--- src/rtl/cpu_rate_pkg.sv ---
`timescale 1ns/1ps
package cpu_rate_pkg;

    localparam int CODE_W    = 3;
    localparam int NUM_CODES = 1 << CODE_W;

    typedef enum logic [0:0] {
        RS_RUN  = 1'b0,   // code in effect, no change waiting
        RS_PEND = 1'b1    // new code held until the period boundary
    } rate_state_e;

    // log2 of the divide ratio for each speed code (non-monotonic order)
    function automatic int code_shift(input logic [CODE_W-1:0] code);
        int sh;
        unique case (code)
            3'd0:    sh = 3;
            3'd1:    sh = 2;
            3'd2:    sh = 1;
            3'd3:    sh = 0;
            3'd4:    sh = 4;
            3'd5:    sh = 5;
            3'd6:    sh = 7;
            default: sh = 8;
        endcase
        return sh;
    endfunction

endpackage

--- src/rtl/rate_counter.sv ---
`timescale 1ns/1ps
module rate_counter #(
    parameter int CNT_W = 8
) (
    input  logic             clk,
    input  logic             rst_n,
    input  logic             clr,
    output logic [CNT_W-1:0] cnt
);

    always_ff @(posedge clk or negedge rst_n) begin
        if (!rst_n) begin
            cnt <= '0;
        end else if (clr) begin
            cnt <= '0;
        end else begin
            cnt <= cnt + 1'b1;
        end
    end

endmodule

--- src/rtl/rate_tap_mux.sv ---
`timescale 1ns/1ps
module rate_tap_mux
    import cpu_rate_pkg::*;
#(
    parameter int CNT_W = 8
) (
    input  logic [CNT_W-1:0]  cnt,
    input  logic [CODE_W-1:0] code,
    output logic              boundary
);

    logic [NUM_CODES-1:0] tap;

    for (genvar c = 0; c < NUM_CODES; c++) begin : g_tap
        localparam int SH = code_shift(CODE_W'(c));
        if (SH == 0) begin : g_pass
            assign tap[c] = 1'b1;
        end else begin : g_and
            assign tap[c] = &cnt[SH-1:0];
        end
    end

    // 8:1 selector indexed by the code in effect
    assign boundary = tap[code];

endmodule

--- src/rtl/rate_switch_fsm.sv ---
`timescale 1ns/1ps
module rate_switch_fsm
    import cpu_rate_pkg::*;
(
    input  logic              clk,
    input  logic              rst_n,
    input  logic              wr_en,
    input  logic [CODE_W-1:0] wr_code,
    input  logic              restart,
    input  logic              boundary,
    output logic [CODE_W-1:0] act_code,
    output logic              take_now,
    output logic              in_run
);

    rate_state_e       st_q, st_d;
    logic [CODE_W-1:0] pend_q, pend_d, act_d;

    // state register
    always_ff @(posedge clk or negedge rst_n) begin
        if (!rst_n) begin
            st_q     <= RS_RUN;
            pend_q   <= '0;
            act_code <= '0;
        end else begin
            st_q     <= st_d;
            pend_q   <= pend_d;
            act_code <= act_d;
        end
    end

    // next state
    always_comb begin
        st_d   = st_q;
        pend_d = pend_q;
        act_d  = act_code;
        unique case (st_q)
            RS_RUN: begin
                if (wr_en) begin
                    pend_d = wr_code;
                    st_d   = RS_PEND;
                end
            end
            RS_PEND: begin
                if (restart || boundary) begin
                    act_d = pend_q;
                    st_d  = RS_RUN;
                end
                if (wr_en) begin
                    pend_d = wr_code;
                    st_d   = RS_PEND;
                end
            end
            default: st_d = RS_RUN;
        endcase
    end

    // outputs
    always_comb begin
        take_now = 1'b0;
        in_run   = 1'b0;
        unique case (st_q)
            RS_RUN:  in_run   = 1'b1;
            RS_PEND: take_now = restart || boundary;
            default: in_run   = 1'b0;
        endcase
    end

endmodule

--- src/rtl/cpu_rate_gen.sv ---
`timescale 1ns/1ps
module cpu_rate_gen
    import cpu_rate_pkg::*;
#(
    parameter int CNT_W = 8
) (
    input  logic              clk,
    input  logic              rst_n,
    input  logic              wr_en,
    input  logic [CODE_W-1:0] wr_code,
    input  logic              ext_mode,
    output logic              cpu_en,
    output logic [CODE_W-1:0] code_now
);

    logic             ext_q;
    logic             restart_w;
    logic             take_w;
    logic             boundary_w;
    logic             fsm_in_run;
    logic [CNT_W-1:0] cnt_w;

    // source mode tracking: any change restarts the divider chain
    always_ff @(posedge clk or negedge rst_n) begin
        if (!rst_n) begin
            ext_q <= 1'b0;
        end else begin
            ext_q <= ext_mode;
        end
    end

    assign restart_w = ext_mode ^ ext_q;

    rate_counter #(.CNT_W(CNT_W)) u_cnt (
        .clk   (clk),
        .rst_n (rst_n),
        .clr   (restart_w | take_w),
        .cnt   (cnt_w)
    );

    rate_tap_mux #(.CNT_W(CNT_W)) u_mux (
        .cnt      (cnt_w),
        .code     (code_now),
        .boundary (boundary_w)
    );

    rate_switch_fsm u_fsm (
        .clk      (clk),
        .rst_n    (rst_n),
        .wr_en    (wr_en),
        .wr_code  (wr_code),
        .restart  (restart_w),
        .boundary (boundary_w),
        .act_code (code_now),
        .take_now (take_w),
        .in_run   (fsm_in_run)
    );

    // resynchronising output register
    always_ff @(posedge clk or negedge rst_n) begin
        if (!rst_n) begin
            cpu_en <= 1'b0;
        end else begin
            cpu_en <= boundary_w & ~restart_w;
        end
    end

endmodule

--- config.mk ---
export PLATFORM = sky130hd
export DESIGN_NAME = cpu_rate_gen
export DESIGN_NICKNAME = d
export VERILOG_FILES = /design/src/rtl/cpu_rate_pkg.sv /design/src/rtl/rate_counter.sv /design/src/rtl/rate_tap_mux.sv /design/src/rtl/rate_switch_fsm.sv /design/src/rtl/cpu_rate_gen.sv
export SDC_FILE = /design/constraint.sdc
export NUM_CORES = 1
export LEC_CHECK = 0
export ABC_AREA = 1
export BUFFER_PORTS_ARGS = -buffer_cell sky130_fd_sc_hd__buf_4
export CAP_MARGIN = 20
export CORE_UTILIZATION = 52
export CTS_BUF_LIST = sky130_fd_sc_hd__clkbuf_8
export DETAILED_ROUTE_END_ITERATION = 16
export MAX_ROUTING_LAYER = met4
export PLACE_DENSITY = 0.8
export SYNTH_ARGS = -nofsm -noshare
export SYNTH_HDL_FRONTEND = slang
export SYNTH_SLANG_ARGS = --single-unit
--- constraint.sdc ---
create_clock -name clk -period 1.65 [get_ports clk]
set_input_delay 0.2475 -clock clk [delete_from_list [all_inputs] [get_ports clk]]
set_output_delay 0.2475 -clock clk [all_outputs]
set_load 0.005 [all_outputs]
* After elaboration in Yosys (flattened, before gate mapping)
Index checks and enable logic that the tools add are counted.
** Cells by class
- $add $sub $neg :: 1
- Order comparisons :: 1
- Muxes and demuxes :: 9
- Bitwise operators :: 5
- Reductions and logical operators :: 8
** Operators by type and width (number)
- $add 8x1->8 const B :: 1
- $mux 8 :: 1
- $reduce_and 8->1 :: 1
- $reduce_and 7->1 :: 1
- $mux 1 :: 5
- $reduce_and 5->1 :: 1
- $lt 3x4->1 const B :: 1
- $reduce_and 2->1 :: 2
- $reduce_and 4->1 :: 1
- $bmux 1 s3 :: 1
- $mux 3 :: 1
- $reduce_and 3->1 :: 1
- $not 1->1 :: 2
- $pmux 1 s2 :: 1
- $and 1x1->1 :: 1
- $logic_or 1x1->1 :: 1
- $or 1x1->1 :: 1
- $xor 1x1->1 :: 1
** Storage, ports and cells
- Register bits after elaboration :: 17
- Input bits :: 7
- Output and inout port bits :: 4
- Word-level logic and storage cells :: 30

* Depth between registers and ports, before layout
- Word-level depth :: 7
- Gate-level depth with buffers :: 13
- Mapped depth without buffers :: 13

* Modules after synthesis
A second synthesis with hierarchy kept.
** Unflattened totals
- Cells, all modules :: 102
- Area total of the unflattened synthesis :: 819.5 um2
** By module, submodules not included
- rate_counter :: times used 1, cells an instance 44, area each 376.6 um2, sequential area each 200.2 um2
- rate_switch_fsm :: times used 1, cells an instance 32, area each 285.3 um2, sequential area each 175.2 um2
- cpu_rate_gen :: times used 1, cells an instance 10, area each 88.8 um2, sequential area each 50.0 um2
- rate_tap_mux :: times used 1, cells an instance 16, area each 68.8 um2, sequential area each 0.0 um2

* Worst setup path after synthesis
OpenSTA, ideal clock, no wires.
- Path kind :: reg2reg
- Start point :: reg u_cnt.cnt[0]
- End point :: reg u_fsm.act_code[1]
- Setup time :: 65 ps
- Arrival time :: 1486 ps
- Data required time :: 1585 ps
- Path slack :: 99 ps
- Cell stages (with the launch flop) :: 14
- Buffers on the path :: 0
- Clock period less this slack :: 1551 ps
- Path through :: dfrtp_1 ha_1 nand3_1 inv_1 ha_1 inv_1 nor2_1 nor2_1 nor2_1 nand2_1 nand3_2 nand2_2 nand2_1 nand2_1
** Between the ends
- Longest elaborated chain between the ends :: 5
- Elaborated cells between the ends (all ways) :: 10
- Those cells by class :: 2 x mux; 8 x reduce/logical
** RTL lines
- start, declared :: line rate_counter.sv:8 : output logic [CNT_W-1:0] cnt
- start signal, assigned :: line rate_counter.sv:17 : cnt <= cnt + 1'b1;
- $reduce_and 8->1 (tied with other cells) :: line rate_tap_mux.sv:19 : assign tap[c] = &cnt[SH-1:0];
- $bmux 1 s3 * :: line rate_tap_mux.sv:24 : assign boundary = tap[code];
- $mux 1 (implied by the code) * :: line rate_tap_mux.sv:24
- $logic_or 1x1->1 * :: line rate_switch_fsm.sv:45 : if (restart || boundary) begin
- $reduce_and 2->1 (no source line) *
- end signal, assigned :: line rate_switch_fsm.sv:28 : act_code <= act_d;
- end, declared :: line rate_switch_fsm.sv:11 : output logic [CODE_W-1:0] act_code,
Mark *: on every way between the ends. The rest lies on a longest branch, timed or not. The select of a mux whose other input is x is not followed.
A chain may end at the register's enable or synchronous reset.

* Final worst setup path
- Start point :: reg u_cnt.cnt[0]
- End point :: reg u_cnt.cnt[6]
** Between the ends
- Longest elaborated chain between the ends :: 7
- Elaborated cells between the ends (all ways) :: 13
- Those cells by class :: 1 x add/sub; 4 x mux; 1 x bitwise; 7 x reduce/logical
** RTL lines
- $reduce_and 8->1 (tied with other cells) :: line rate_tap_mux.sv:19
- $bmux 1 s3 :: line rate_tap_mux.sv:24
- $mux 1 (implied by the code) :: line rate_tap_mux.sv:24
- $logic_or 1x1->1 :: line rate_switch_fsm.sv:64 : RS_PEND: take_now = restart || boundary;
- $mux 1 :: line rate_switch_fsm.sv:62 : unique case (st_q)
- $or 1x1->1 :: line cpu_rate_gen.sv:37 : .clr (restart_w | take_w),
- $mux 8 * :: line rate_counter.sv:14 : end else if (clr) begin
Marks and branches as above.

==> results.sh <==
export IMPL_cts_made_buffers=3
export IMPL_yosysWarnings=0
export IMPL_syn_nets=103
export IMPL_p_per_area_nw_per_um2=1344
export IMPL_die_w_um=42.27
export IMPL_grt_max_degree=18
export IMPL_via_count=664
export IMPL_core_area_um2=1506
export IMPL_fill_cells=111
export IMPL_pwr_share_clk_pct=21.3
export IMPL_avgSynthCellArea_um2=9.068
export IMPL_setup_viol_count_final=0
export IMPL_final_antenna_net_count=0
export IMPL_drc=0
export IMPL_holdWs_ns=0.1190
export IMPL_drt_pass1_iterations=4
export IMPL_power_total_w=0.001427
export IMPL_antenna_found_initial=0
export IMPL_final_cells=128
export IMPL_muxShareOfSynthArea_pct=4.006
export IMPL_hp_class="in -> reg"
export IMPL_synthAdderAreaFrac_pct=4.451
export IMPL_htree_levels=1
export IMPL_required_ns=1.78
export IMPL_p_sw_share_pct=36.17
export IMPL_nets=123
export IMPL_syn_to_final_growth_pct=25.96
export IMPL_cts_buffer_depth=2
export IMPL_outcome="completed"
export IMPL_skew_ns=0.003275
export IMPL_netlist_instances=93
export IMPL_period_share_pct=99.71
export IMPL_synth_compound_area_share_pct=4.303
export IMPL_drtIter0Drc=15
export IMPL_drv_cap=0
export IMPL_rows=14
export IMPL_io_pins=11
export IMPL_cp_end_kind="register"
export IMPL_slew_headroom_pct=81.20
export IMPL_die_y_um=42.27
export IMPL_yosysTopAreaCell="dfrtp_1"
export IMPL_period_needed_ns=1.645
export IMPL_portBuffers=10
export IMPL_yosysTopAreaCellShare_pct=50.45
export IMPL_n_antenna_cell=0
export IMPL_ff_latch_area_um2=425.4
export IMPL_synth_seq_cells=17
export IMPL_gp_congestion=0.8269
export IMPL_finalWirelength_um=1544
export IMPL_post_synth_num_cell_types=19
export IMPL_clock_sinks=17
export IMPL_viasPerCell=5.188
export IMPL_worstMarginPinSlew_ns=0.2812
export IMPL_synth_area_um2=843.3
export IMPL_grt_pass1_wl_um=2518
export IMPL_power_switching_w=0.0005163
export IMPL_worstPathArrival_ns=1.78
export IMPL_grtUsageTotal_pct=19.36
export IMPL_clk_pin_slew_worst_paths_ns=0.07
export IMPL_synthSimpleGateAreaFrac_pct=24.78
export IMPL_criticalPathCategory="reg -> reg"
export IMPL_final_hold_violation_count=0
export IMPL_slew_violations=0
export IMPL_fin_setup_tns_ns=0
export IMPL_start_kind="register"
export IMPL_grt_overflow_total=0
export IMPL_final_layout_size_suffix_gt1_share_pct=35.71
export IMPL_clk_latency_ns=0.25
export IMPL_cp_max_fo=8
export IMPL_clk_root_buffer_cell="clkbuf_8"
export IMPL_p_leak_nw=0.5246
export IMPL_irDropWorstVdd_uv=781.8
export IMPL_start_util_pct=55.98
export IMPL_p_int_w=0.0009111
export IMPL_multi_input_area_um2=406.6
export IMPL_synth_top_family_by_area="simple AND/OR/NAND/NOR gates"
export IMPL_grt_pass1_vias=592
export IMPL_seq_area_frac_synth_pct=50.45
export IMPL_synth_area_leaders="dfrtp_1 50%, nand2_1 8.9%, nor2_1 5.3%"
export IMPL_synth_xor_area_share_pct=6.231
export IMPL_dp_cells=120
export IMPL_pwr_share_comb_pct=36.5
export IMPL_cts_tree="built"
export IMPL_p_seq_share_pct=42.2
export IMPL_dp_hpwl_um=1008
export IMPL_die_area_um2=1787
export IMPL_rsz0062_at_grt="true"
export IMPL_wl_per_cell_um=12.06
export IMPL_fmax_mhz=607.8
==> repair_timing <==
action / 4_1_cts / 5_1_grt
gates resized for setup: 2 / 9
endpoints found under the setup margin: 1 / 13
pin swaps: 4 / 11
hold endpoints to repair: 17 / 0
hold buffers: 1 / 0
setup buffers: 3 / 0
==> routing by layer <==
| layer | vias to the layer above | global-route usage [%] | part of all wire [%] |
|---|---|---|---|
| met4 | 0 | 9.375 | 1.6 |
| met1 | 320 | 25.65 | 46 |
| li1 | 328 | - | - |
| met2 | 12 | 30.15 | 51 |
| met5 | - | - | 0 |
| met3 | 4 | 1.724 | 2.1 |
==> cell type report <==
cell class / count / area share [%]
multi-input combinational: 63 / 38.28
inverter: 13 / 4.594
sequential: 17 / 40.05
clock buffer: 3 / 3.887
tap: 16 / 1.885
clock inverter: 1 / 0.4711
timing repair buffer: 15 / 10.84
==> cell usage after synthesis <==
library cell   n
nand2_1       20
mux2_2         3
nand3_1        7
dfrtp_1       17
ha_1           3
o21ai_0        1
nor2_1        12
xnor2_1        3
nand3_2        1
a21oi_1        1
nor2_2         3
inv_2          2
xor2_1         3
nor3_1         1
nor3b_1        1
o21bai_4       1
inv_1         11
nand2_2        2
o21bai_1       1
==> stage by stage <==
step	setup WS (ns)	area, µm²	utilization, %
2_1_floorplan	0.09866	843.3	-
3_3_place_gp	0.06057	945.9	62.79
3_5_place_dp	0.01076	945.9	62.79
4_1_cts	0.006372	1032	68.52
5_1_grt	-0.07440	1062	70.52
6_report	0.004716	1062	70.52
==> power groups by stage <==
stage                     clock network [W]  logic [W]  registers [W]
after floorplan                           0   0.000284       0.000591
after global placement                    0   0.000428       0.000598
after detailed placement                  0   0.000438       0.000601
after CTS                          0.000310   0.000491       0.000592
after global routing               0.000329   0.000571       0.000612
final                              0.000304   0.000521       0.000602
==> cells by family (layout without fill, tap and decap cells) <==
| kind of cell | after synthesis | after routing |
|---|---|---|
| adders and majority gates | 3 | 3 |
| xor gates and xnor gates | 6 | 6 |
| buffers and inverters | 13 | 32 |
| DFF | 17 | 17 |
| and+or+nand+nor | 47 | 47 |
| AOI/OAI and AO/OA | 4 | 4 |
| muxes | 3 | 3 |
==> cells in the final DEF (no fill, tap or decap) <==
cell type,count
xnor2_1,3
buf_4,14
a21oi_1,1
mux2_2,3
inv_1,10
o21bai_4,1
dlygate4sd3_1,1
nand2_1,18
clkbuf_8,3
o21bai_1,1
nand3_1,5
ha_4,1
nand2_2,4
ha_2,1
ha_1,1
nor2_1,9
nor2_2,6
dfrtp_1,17
xor2_1,3
clkinv_2,1
nor3b_1,1
o21ai_0,1
nand3_2,3
nor3_1,1
inv_2,3
==> critical path: stages, from the launching register on <==
cell      delay, ns
dfrtp_1        0.36
ha_2           0.19
nand3_2        0.09
inv_2          0.08
ha_4           0.12
nand2_2        0.05
nand3_2        0.06
nand2_2        0.06
nor2_2         0.12
nor2_2         0.06
o21bai_4       0.25
nor2_1         0.08
==> path summary, 6_finish.rpt <==
kind,to,start,slack (ns),depth (start not counted)
min reg2reg,u_fsm.act_code[1]$_DFFE_PN0P_,u_fsm.pend_q[1]$_DFFE_PN0P_,0.51,2
min in group asynchronous,u_cnt.cnt[5]$_DFF_PN0_,rst_n,0.39,2
max,u_cnt.cnt[6]$_DFF_PN0_,u_cnt.cnt[0]$_DFF_PN0_,0.005,11
max reg2reg,u_cnt.cnt[6]$_DFF_PN0_,u_cnt.cnt[0]$_DFF_PN0_,0.005,11
min,ext_q$_DFF_PN0_,ext_mode,0.12,1
max in group asynchronous,u_fsm.pend_q[2]$_DFFE_PN0P_,rst_n,1.07,2
==> sequential cells by signal, indices dropped and copies added (netlist names) <==
name            flops
u_fsm.pend_q        3
ext_q               1
u_fsm.st_q          1
cpu_en              1
u_fsm.act_code      3
u_cnt.cnt           8
No activity file was read; power rests on OpenSTA's default activity.
